### src/rtl/acc_cpu_pkg.sv
package acc_cpu_pkg;

    localparam int WORD_W = 32;
    localparam int OPC_W  = 7;
    localparam int OPD_W  = WORD_W - OPC_W;

    localparam logic [OPC_W-1:0] OPC_LOAD  = 7'b1000000;
    localparam logic [OPC_W-1:0] OPC_ADD   = 7'b1000001;
    localparam logic [OPC_W-1:0] OPC_SUB   = 7'b1000010;
    localparam logic [OPC_W-1:0] OPC_JGE   = 7'b1000011;
    localparam logic [OPC_W-1:0] OPC_IN    = 7'b1000100;
    localparam logic [OPC_W-1:0] OPC_JUMP  = 7'b1000101;
    localparam logic [OPC_W-1:0] OPC_OUT   = 7'b1000110;
    localparam logic [OPC_W-1:0] OPC_STORE = 7'b1000111;
    localparam logic [OPC_W-1:0] OPC_HALT  = 7'b1111111;

    typedef enum logic [2:0] {
        ST_FETCH_ADDR,
        ST_FETCH_WAIT,
        ST_DECODE,
        ST_EXEC_MEM,
        ST_WRITEBACK,
        ST_HALTED
    } cpu_state_e;

    typedef enum logic [3:0] {
        OP_LOAD, OP_ADD, OP_SUB, OP_JGE, OP_INPUT,
        OP_JUMP, OP_OUTPUT, OP_STORE, OP_HALT, OP_NOP
    } op_kind_e;

    typedef struct packed {
        logic [OPC_W-1:0] opc;
        logic [OPD_W-1:0] opd;
    } instr_t;

    // bit 4..0 : negative, positive, zero, carry/borrow, overflow
    typedef struct packed {
        logic neg;
        logic pos;
        logic zero;
        logic carry;
        logic ovf;
    } cc_flags_t;

    function automatic op_kind_e decode_op(input logic [OPC_W-1:0] opc);
        case (opc)
            OPC_LOAD:  return OP_LOAD;
            OPC_ADD:   return OP_ADD;
            OPC_SUB:   return OP_SUB;
            OPC_JGE:   return OP_JGE;
            OPC_IN:    return OP_INPUT;
            OPC_JUMP:  return OP_JUMP;
            OPC_OUT:   return OP_OUTPUT;
            OPC_STORE: return OP_STORE;
            OPC_HALT:  return OP_HALT;
            default:   return OP_NOP;
        endcase
    endfunction

endpackage

### src/rtl/acc_cpu_alu.sv
module acc_cpu_alu
    import acc_cpu_pkg::*;
(
    input  logic [WORD_W-1:0] opa,
    input  logic [WORD_W-1:0] opb,
    input  logic              do_sub,
    output logic [WORD_W-1:0] res,
    output cc_flags_t         flags
);
    logic [WORD_W:0] wide;

    always_comb begin
        if (do_sub) begin
            wide = {1'b0, opa} - {1'b0, opb};
        end else begin
            wide = {1'b0, opa} + {1'b0, opb};
        end
        res         = wide[WORD_W-1:0];
        flags.carry = wide[WORD_W];
        flags.neg   = res[WORD_W-1];
        flags.zero  = (res == '0);
        flags.pos   = !res[WORD_W-1] && (res != '0);
        if (do_sub) begin
            flags.ovf = (opa[WORD_W-1] != opb[WORD_W-1]) && (res[WORD_W-1] != opa[WORD_W-1]);
        end else begin
            flags.ovf = (opa[WORD_W-1] == opb[WORD_W-1]) && (res[WORD_W-1] != opa[WORD_W-1]);
        end
    end
endmodule

### src/rtl/acc_cpu_ctrl.sv
module acc_cpu_ctrl
    import acc_cpu_pkg::*;
(
    input  logic       clk,
    input  logic       rst,
    input  op_kind_e   op,
    input  logic       br_cond,
    output cpu_state_e state,
    output logic       fetch_rd,
    output logic       ir_ld,
    output logic       pc_jump,
    output logic       data_rd,
    output logic       data_wr,
    output logic       dev_rd,
    output logic       dev_wr,
    output logic       acc_ld,
    output logic       cc_ld,
    output logic       halted
);
    cpu_state_e state_nx;

    always_comb begin
        state_nx = state;
        case (state)
            ST_FETCH_ADDR: state_nx = ST_FETCH_WAIT;
            ST_FETCH_WAIT: state_nx = ST_DECODE;
            ST_DECODE: begin
                case (op)
                    OP_HALT:                   state_nx = ST_HALTED;
                    OP_JGE, OP_JUMP, OP_NOP:   state_nx = ST_FETCH_ADDR;
                    default:                   state_nx = ST_EXEC_MEM;
                endcase
            end
            ST_EXEC_MEM: begin
                if (op == OP_STORE || op == OP_OUTPUT) state_nx = ST_FETCH_ADDR;
                else                                   state_nx = ST_WRITEBACK;
            end
            ST_WRITEBACK:  state_nx = ST_FETCH_ADDR;
            default:       state_nx = ST_HALTED;
        endcase
    end

    always_ff @(posedge clk) begin
        if (rst) state <= ST_FETCH_ADDR;
        else     state <= state_nx;
    end

    always_comb begin
        fetch_rd = (state == ST_FETCH_ADDR);
        ir_ld    = (state == ST_FETCH_WAIT);
        pc_jump  = (state == ST_DECODE) &&
                   ((op == OP_JUMP) || (op == OP_JGE && br_cond));
        data_rd  = (state == ST_EXEC_MEM) &&
                   (op == OP_LOAD || op == OP_ADD || op == OP_SUB);
        data_wr  = (state == ST_EXEC_MEM) && (op == OP_STORE);
        dev_rd   = (state == ST_EXEC_MEM) && (op == OP_INPUT);
        dev_wr   = (state == ST_EXEC_MEM) && (op == OP_OUTPUT);
        acc_ld   = (state == ST_WRITEBACK);
        cc_ld    = (state == ST_WRITEBACK) && (op == OP_ADD || op == OP_SUB);
        halted   = (state == ST_HALTED);
    end

    AST_HALT_STICKY: assert property (@(posedge clk) disable iff (rst)
        (state == ST_HALTED) |=> (state == ST_HALTED));
    AST_STROBE_EXCL: assert property (@(posedge clk) disable iff (rst)
        $onehot0({fetch_rd, data_rd, data_wr, dev_rd, dev_wr}));
    AST_FETCH_WAIT: assert property (@(posedge clk) disable iff (rst)
        (state == ST_FETCH_ADDR) |=> (state == ST_FETCH_WAIT));
    AST_WB_AFTER_EXEC: assert property (@(posedge clk) disable iff (rst)
        (state == ST_WRITEBACK) |-> ($past(state) == ST_EXEC_MEM));
endmodule

### src/rtl/acc_cpu_core.sv
module acc_cpu_core
    import acc_cpu_pkg::*;
#(
    parameter logic [OPD_W-1:0] RESET_VEC = '0
)(
    input  logic              clk,
    input  logic              rst,
    output logic [OPD_W-1:0]  mem_addr,
    output logic              mem_rd,
    output logic              mem_wr,
    output logic [WORD_W-1:0] mem_wdata,
    input  logic [WORD_W-1:0] mem_rdata,
    output logic [OPD_W-1:0]  io_dev,
    output logic              io_rd,
    output logic              io_wr,
    output logic [WORD_W-1:0] io_dout,
    input  logic [WORD_W-1:0] io_din,
    output logic [4:0]        cc_flags,
    output logic              halted
);
    logic [OPD_W-1:0]  pc;
    instr_t            ir;
    logic [WORD_W-1:0] acc;
    cc_flags_t         flags;

    op_kind_e   op;
    cpu_state_e state;
    logic fetch_rd, ir_ld, pc_jump, data_rd, data_wr, dev_rd, dev_wr, acc_ld, cc_ld;
    logic [WORD_W-1:0] alu_res;
    cc_flags_t         alu_flags;
    logic [WORD_W-1:0] wb_val;

    assign op = decode_op(ir.opc);

    acc_cpu_ctrl u_ctrl (
        .clk      (clk),
        .rst      (rst),
        .op       (op),
        .br_cond  (flags.pos | flags.zero),
        .state    (state),
        .fetch_rd (fetch_rd),
        .ir_ld    (ir_ld),
        .pc_jump  (pc_jump),
        .data_rd  (data_rd),
        .data_wr  (data_wr),
        .dev_rd   (dev_rd),
        .dev_wr   (dev_wr),
        .acc_ld   (acc_ld),
        .cc_ld    (cc_ld),
        .halted   (halted)
    );

    acc_cpu_alu u_alu (
        .opa    (acc),
        .opb    (mem_rdata),
        .do_sub (op == OP_SUB),
        .res    (alu_res),
        .flags  (alu_flags)
    );

    always_comb begin
        case (op)
            OP_INPUT: wb_val = io_din;
            OP_LOAD:  wb_val = mem_rdata;
            default:  wb_val = alu_res;
        endcase
    end

    always_ff @(posedge clk) begin
        if (rst) begin
            pc    <= RESET_VEC;
            ir    <= '0;
            acc   <= '0;
            flags <= '0;
        end else begin
            if (ir_ld) begin
                ir <= instr_t'(mem_rdata);
                pc <= pc + OPD_W'(1);
            end
            if (pc_jump) pc    <= ir.opd;
            if (acc_ld)  acc   <= wb_val;
            if (cc_ld)   flags <= alu_flags;
        end
    end

    assign mem_addr  = fetch_rd ? pc : ir.opd;
    assign mem_rd    = fetch_rd | data_rd;
    assign mem_wr    = data_wr;
    assign mem_wdata = acc;
    assign io_dev    = ir.opd;
    assign io_rd     = dev_rd;
    assign io_wr     = dev_wr;
    assign io_dout   = acc;
    assign cc_flags  = flags;

    AST_PC_STEP: assert property (@(posedge clk) disable iff (rst)
        (state == ST_FETCH_WAIT) |=> (pc == $past(pc) + OPD_W'(1)));
    AST_RESET_VEC: assert property (@(posedge clk)
        rst |=> (pc == RESET_VEC && acc == '0 && flags == '0));
    AST_FLAGS_HOLD: assert property (@(posedge clk) disable iff (rst)
        (state != ST_WRITEBACK) |=> $stable(flags));
    AST_SIGN_EXCL: assert property (@(posedge clk) disable iff (rst)
        $onehot0({flags.neg, flags.pos, flags.zero}));
    AST_JUMP_TARGET: assert property (@(posedge clk) disable iff (rst)
        (state == ST_DECODE && op == OP_JUMP) |=> (pc == $past(ir.opd)));
    AST_HALT_QUIET: assert property (@(posedge clk) disable iff (rst)
        halted |-> !(mem_rd || mem_wr || io_rd || io_wr));
endmodule

### config.mk
export PLATFORM = sky130hd
export DESIGN_NAME = acc_cpu_core
export DESIGN_NICKNAME = d
export VERILOG_FILES = /design/src/rtl/acc_cpu_pkg.sv /design/src/rtl/acc_cpu_alu.sv /design/src/rtl/acc_cpu_ctrl.sv /design/src/rtl/acc_cpu_core.sv
export SDC_FILE = /design/constraint.sdc
export NUM_CORES = 1
export LEC_CHECK = 0
export ABC_AREA = 1
export CAP_MARGIN = 20
export CELL_PAD_IN_SITES_DETAIL_PLACEMENT = 1
export CELL_PAD_IN_SITES_GLOBAL_PLACEMENT = 2
export CORE_MARGIN = 2
export CORE_UTILIZATION = 27
export CTS_CLUSTER_DIAMETER = 60
export DETAILED_ROUTE_END_ITERATION = 8
export PLACE_DENSITY_LB_ADDON = 0.12
export SLEW_MARGIN = 20
export SYNTH_ARGS = -nofsm -noshare
export SYNTH_HDL_FRONTEND = slang
export SYNTH_HIERARCHICAL = 1
export SYNTH_SLANG_ARGS = --single-unit
### constraint.sdc
create_clock -name clk -period 4.6 [get_ports clk]
set_clock_uncertainty 0.1 [all_clocks]
set_input_delay 0.69 -clock clk [delete_from_list [all_inputs] [get_ports clk]]
set_output_delay 0.69 -clock clk [all_outputs]
set_load 0.05 [all_outputs]
==> results of run 1 <==
flip-flops by register name, summed over array words and instances (netlist names):
| signal | cells |
|---|---|
| pc | 25 |
| cc_flags | 5 |
| io_dev | 25 |
| io_dout | 32 |
| u_ctrl/state | 3 |
| ir | 7 |
report_power, final:
part           switching [W]  internal [W]  total (W)
Combinational        0.00207      0.000929    0.00300
Sequential          0.000213      0.000991    0.00120
Clock               0.000417      0.000487   0.000905
Total                0.00270       0.00241    0.00511
placed cells by master (no fill, tap or decap), types with 3 or more instances in the layout:
cell             count
ha_1                32
nand4_1             12
o21ai_0            100
inv_2                7
a31oi_1             36
a22oi_1             17
xnor2_1              4
nand2_1            462
nand3_2              3
nor3_1              12
clkdlybuf4s50_1    170
nand3_1             88
xor2_1              45
dfxtp_1             97
nand2_2             15
nor2_4               4
clkbuf_16            9
a21oi_2              6
nor3_2               4
a21oi_1             81
inv_1              215
buf_4              123
nand3b_1            13
nor2_1             192
nor2_2              17
worst paths after layout:
check,from,to
worst max-delay path,ir[29],cc_flags[2]
worst min-delay path,ir[26],ir[26]
worst max register to register,ir[29],cc_flags[2]
worst min register to register,ir[26],ir[26]
worst max-delay path: cells and delay by family (launching register included):
kind,cells,cell delay (ns)
fa+ha+maj,1,0.36
flops,1,0.33
simple gates,19,2.24
xor+xnor,1,0.23
compound gates,1,0.22
buf+inv,4,0.65
layer usage:
metal | routed length [µm] | global-route usage, % | vias to the layer above
met5 | 0 | 0 | -
li1 | - | - | 5389
met1 | 20300 | 31.3 | 5119
met2 | 19100 | 39.9 | 240
met3 | 1310 | 2.29 | 39
met4 | 886 | 6.16 | 0
layout make-up:
type                       count  area share [%]
multi-input combinational   1166            47.9
timing repair buffer         295            21.8
sequential                    97            16.0
inverter                     224            6.96
tap                          448            4.62
clock buffer                  10            1.89
clock inverter                 6           0.794
logic make-up after synthesis:
logic type               share of synthesized area, %
AND/OR/NAND/NOR                                  37.8
buffers and inverters                            16.7
AO/OA/AOI/OAI                                    14.9
flip-flops                                       21.2
XOR/XNOR                                         4.67
adder cells (fa/ha/maj)                          4.85
what timing repair did:
item | in CTS | in global routing
setup buffers | 0 | 1
endpoints found under the setup margin | 0 | 5
gates resized for setup | 0 | 31
stage by stage:
step,setup TNS (ns),std cells
2_1_floorplan,0,1596
4_1_cts,0,2245
3_3_place_gp,-0.0301,2229
6_report,0,2246
3_5_place_dp,-0.251,2229
5_1_grt,0,2246
==> results.tsv, run 1 <==
metric	value	unit
status	completed	
Final Power	0.00511	W
routed len/inst	18.5	µm
pre-CTS setup slack	-0.116	ns
Clock transition at path regs	0.08	ns
max_cap viols	0	
multi-input logic area	0.00581	mm²
peak supply drop	0.000219	V
Final GP Congestion	0.869	
I/O Buffers	189	
top post-synthesis cells by count	nand2_1 (465), inv_1 (219), nor2_1 (201), o21ai_0 (100), dfxtp_1 (97)	
clock buffer depth	2	
DRT iter0 DRCs	564	
dpl hpwl	33300	µm
CP arrival	4.41	ns
hold_buf cts	0	
Final WS setup	0.389	ns
first-pass GRT wire length	63900	µm
root buf cell	clkbuf_16	
Yosys top cell area share	21.2	%
Mapped Cells	1596	
CTS Buf Count	9	
final hold viol count	0	
WL final	41600	µm
Layout area overhead	32.2	%
Chip Height	188	µm
slowest CP cell	ha_1	
DRT Pass-1 Iters	5	
Required @ worst endpoint	4.80	ns
Yosys reg bits	97	
sequential cell area fraction in the yosys report	21.2	%
Netlist cell types	45	
CTS tree	yes	
final setup vio count	0	
DR vias	10800	
Max Fclk	0.237	GHz
main area contributors after synthesis	dfxtp_1 (21%), nand2_1 (19%), inv_1 (9.0%)	
number of core rows	67	
Setup CP Type	flip-flop to flip-flop	
Worst Tran Pin Value	1.00	ns
Hold Crit Depth	2	
later-pin clock latency in the skew report	0.37	ns
fillers	4454	
CP most frequent cell	nand2_1	
post-route ant nets	0	
initial antenna violation count	0	
ys flop type	dfxtp_1	
Overflow after GRT	0	
RSZ-0062 raised after global routing	no	
Tcrit/Tclk final	91.5	%
htree depth	3	
cell area after synthesis	0.00918	mm²
relative slew slack	33.0	%
# DRC	0	
Area after DPL	0.0117	mm²
Tmin final	4.21	ns
Crit. End Element	flip-flop	
core area	0.0335	mm²
Worst Path Max Fanout	16	
Post-synth EDFFs	0	
die width	188	µm
layout cells sized above 1	11.3	%
R2R setup slack	0.39	ns
Post-synth ARST share	0	%
gr usage total	23.3	%
Final Cell Area	0.0121	mm²
storage element area	0.00194	mm²
R2R cell count	26	
max incr delay on CP	0.36	ns
largest area contributor in the netlist	dfxtp_1	
type of origin of the critical path	flip-flop	
Finished Core Util	36.2	%
largest net degree at the start of global routing	76	
Avg Cell Area, Syn	5.75	µm²
clk sink count	97	
Starting Density	27.4	%
n_diodes	0	
vias in the first global route	11100	
Pwr per Cell Area	421	mW/mm²
IO Pins	190	
warnings from Yosys	6	
most frequent cell after synthesis	nand2_1	
leakage power	5.80	nW
vias per cell	4.80	
Max Transition Viols Final	0	
hold crit path type	flip-flop to flip-flop	
final net count	1894	
Hold WS	0.416	ns
Mapped Nets	1697	
die area	0.0355	mm²
Note: power is estimated with default switching activity, not from simulation.
==> run 2, diff against run 1 <==
CORE_UTILIZATION = 24   (was 27)
clock period = 3.7 ns   (was 4.6 ns; I/O delays follow)
==> run 2 against run 1 <==
  * Register-to-register slack lost 0.33 ns
  * First-iteration DRC count shrank 25%
  * Cell area grew 21%
  * Wire length grew 9.2%
  * Clock power grew 27%
  * Critical endpoint is now cc_flags[3]
  * Largest power group unchanged
  * Highest routed layer unchanged
==> results.tsv, run 2 (synthesis gave the netlist of run 1 again) <==
metric	value	unit	change
Max Fclk	0.274	GHz	
I/O Buffers	189		unchanged
fillers	4870		+9.3%
Final Cell Area	0.0147	mm²	+21%
Chip Height	200	µm	+5.9%
Crit. End Element	flip-flop		
CP arrival	3.82	ns	-0.59 ns
vias in the first global route	11600		+4.8%
DRT iter0 DRCs	422		-25%
Cells after DPL	2396		+7.5%
core area	0.0377	mm²	+12%
Worst Path Max Fanout	4		-12
first-pass GRT wire length	67100	µm	+5.0%
DRT Pass-1 Iters	5		unchanged
type of origin of the critical path	primary input		
dpl hpwl	35500	µm	+6.4%
htree depth	3		unchanged
relative slew slack	40.0	%	+7.0 points
peak supply drop	0.000265	V	+21%
Clock transition at path regs	0.09	ns	about the same
CTS Buf Count	9		unchanged
final net count	2039		+7.7%
die area	0.0398	mm²	+12%
vias per cell	4.65		-3.2%
routed len/inst	18.5	µm	about the same
clock buffer depth	2		unchanged
Starting Density	24.4	%	-3.0 points
initial antenna violation count	0		unchanged
Tmin final	3.65	ns	
DR WL met2	21300	µm	+12%
Setup CP Type	primary input to flip-flop		
hold_buf cts	0		unchanged
root buf cell	clkbuf_16		
hold crit path type	flip-flop to flip-flop		
Finished Core Util	39.1	%	+2.9 points
CTS tree	yes		
clk sink count	97		unchanged
WL final	45500	µm	+9.2%
later-pin clock latency in the skew report	0.39	ns	+0.02 ns
Worst Tran Pin Value	0.900	ns	-0.102 ns
max reg flops	32		unchanged
largest net degree at the start of global routing	46		-39%
pre-CTS setup slack	-0.949	ns	-0.833 ns
Pwr per Cell Area	490	mW/mm²	+16%
Final GP Congestion	0.894		+2.9%
n_diodes	0		unchanged
max_cap viols	0		unchanged
Final WS setup	0.0506	ns	-0.338 ns
most frequent cells in the layout	nand2_1 (362), buf_4 (247), inv_1 (191)		
DR vias	11400		+5.8%
Max Transition Viols Final	0		unchanged
final cell count without fillers	2454		+9.3%
Required @ worst endpoint	3.88	ns	-0.92 ns
die width	200	µm	+5.9%
number of core rows	71		+6.0%
IO Pins	190		unchanged
final setup vio count	0		unchanged
Hold WS	0.428	ns	+0.0127 ns
final hold viol count	0		unchanged
gr usage total	22.5	%	-0.82 points
status	completed		
top layer reached by signal wires	met4		
Tcrit/Tclk final	98.6	%	
Overflow after GRT	0		unchanged
post-route ant nets	0		unchanged
most common cell after layout, fill and taps aside	nand2_1		
RSZ-0062 raised after global routing	yes		
met3 wire len	1500	µm	+14%
Layout area overhead	60.2	%	
M1 wire length	21200	µm	+4.4%
layout cells sized above 1	30.7	%	+19 points
Area after DPL	0.0128	mm²	+9.2%
leakage power	6.80	nW	+17%
# DRC	0		unchanged
[run 2: metal layers]
| layer | track usage [%] | vias up |
|---|---|---|
| li1 | - | 5686 |
| met1 | 29.3 | 5452 |
| met2 | 38.0 | 215 |
| met3 | 2.82 | 56 |
| met4 | 8.15 | 0 |
| met5 | 0 | - |
[run 2: per-stage QoR]
stage / total power [W] / TNS [ns]
after global placement: 0.00559 / -12.28
after floorplan: 0.00396 / 0
after global routing: 0.00767 / -0.919
final: 0.00721 / 0
after CTS: 0.00691 / -0.0467
after detailed placement: 0.00563 / -14.92
[run 2: worst paths after layout]
kind	start	end	slack, ns	cells after the start
worst max-delay path	mem_rdata[6]	cc_flags[3]	0.05	28
worst min-delay path	cc_flags[1]	cc_flags[1]	0.43	2
worst max register to register	ir[29]	cc_flags[3]	0.06	29
worst min register to register	cc_flags[1]	cc_flags[1]	0.43	2
[run 2: worst max-delay path: stages]
cell,delay [ns]
dlygate4sd2_1,0.27
inv_2,0.09
nand2_1,0.07
nor3_2,0.20
buf_4,0.16
buf_4,0.11
nand2_2,0.06
o31ai_4,0.23
xor2_1,0.24
ha_1,0.32
nand2_2,0.14
inv_1,0.05
nand2_1,0.08
nand2_2,0.07
a21oi_2,0.20
nand2_4,0.09
nand2_2,0.08
nand2_4,0.07
inv_1,0.07
nand2_2,0.05
nand2_2,0.11
nand2_2,0.06
nor2_2,0.10
nand2_1,0.07
nor2_1,0.11
nor2_1,0.05
nor2_1,0.08
nor2_1,0.04
[run 2: cell type report]
cell class	count	area, µm²	share of cell area [%]
clock inverter	7	114	0.774
timing repair buffer	440	3990	27.1
multi-input combinational	1166	6950	47.3
sequential	97	1940	13.2
tap	511	639	4.35
inverter	224	847	5.76
clock buffer	9	225	1.53
[run 2: what timing repair did]
item,in CTS,in global routing
gates resized for setup,115,259
buffers inserted,20,24
endpoints found under the setup margin,20,48
pin swaps,46,122
[run 2: report_power, final]
group          total (W)  switching [W]  internal, W
clock network    0.00115       0.000540     0.000610
logic            0.00456        0.00289      0.00166
registers        0.00151       0.000272      0.00123
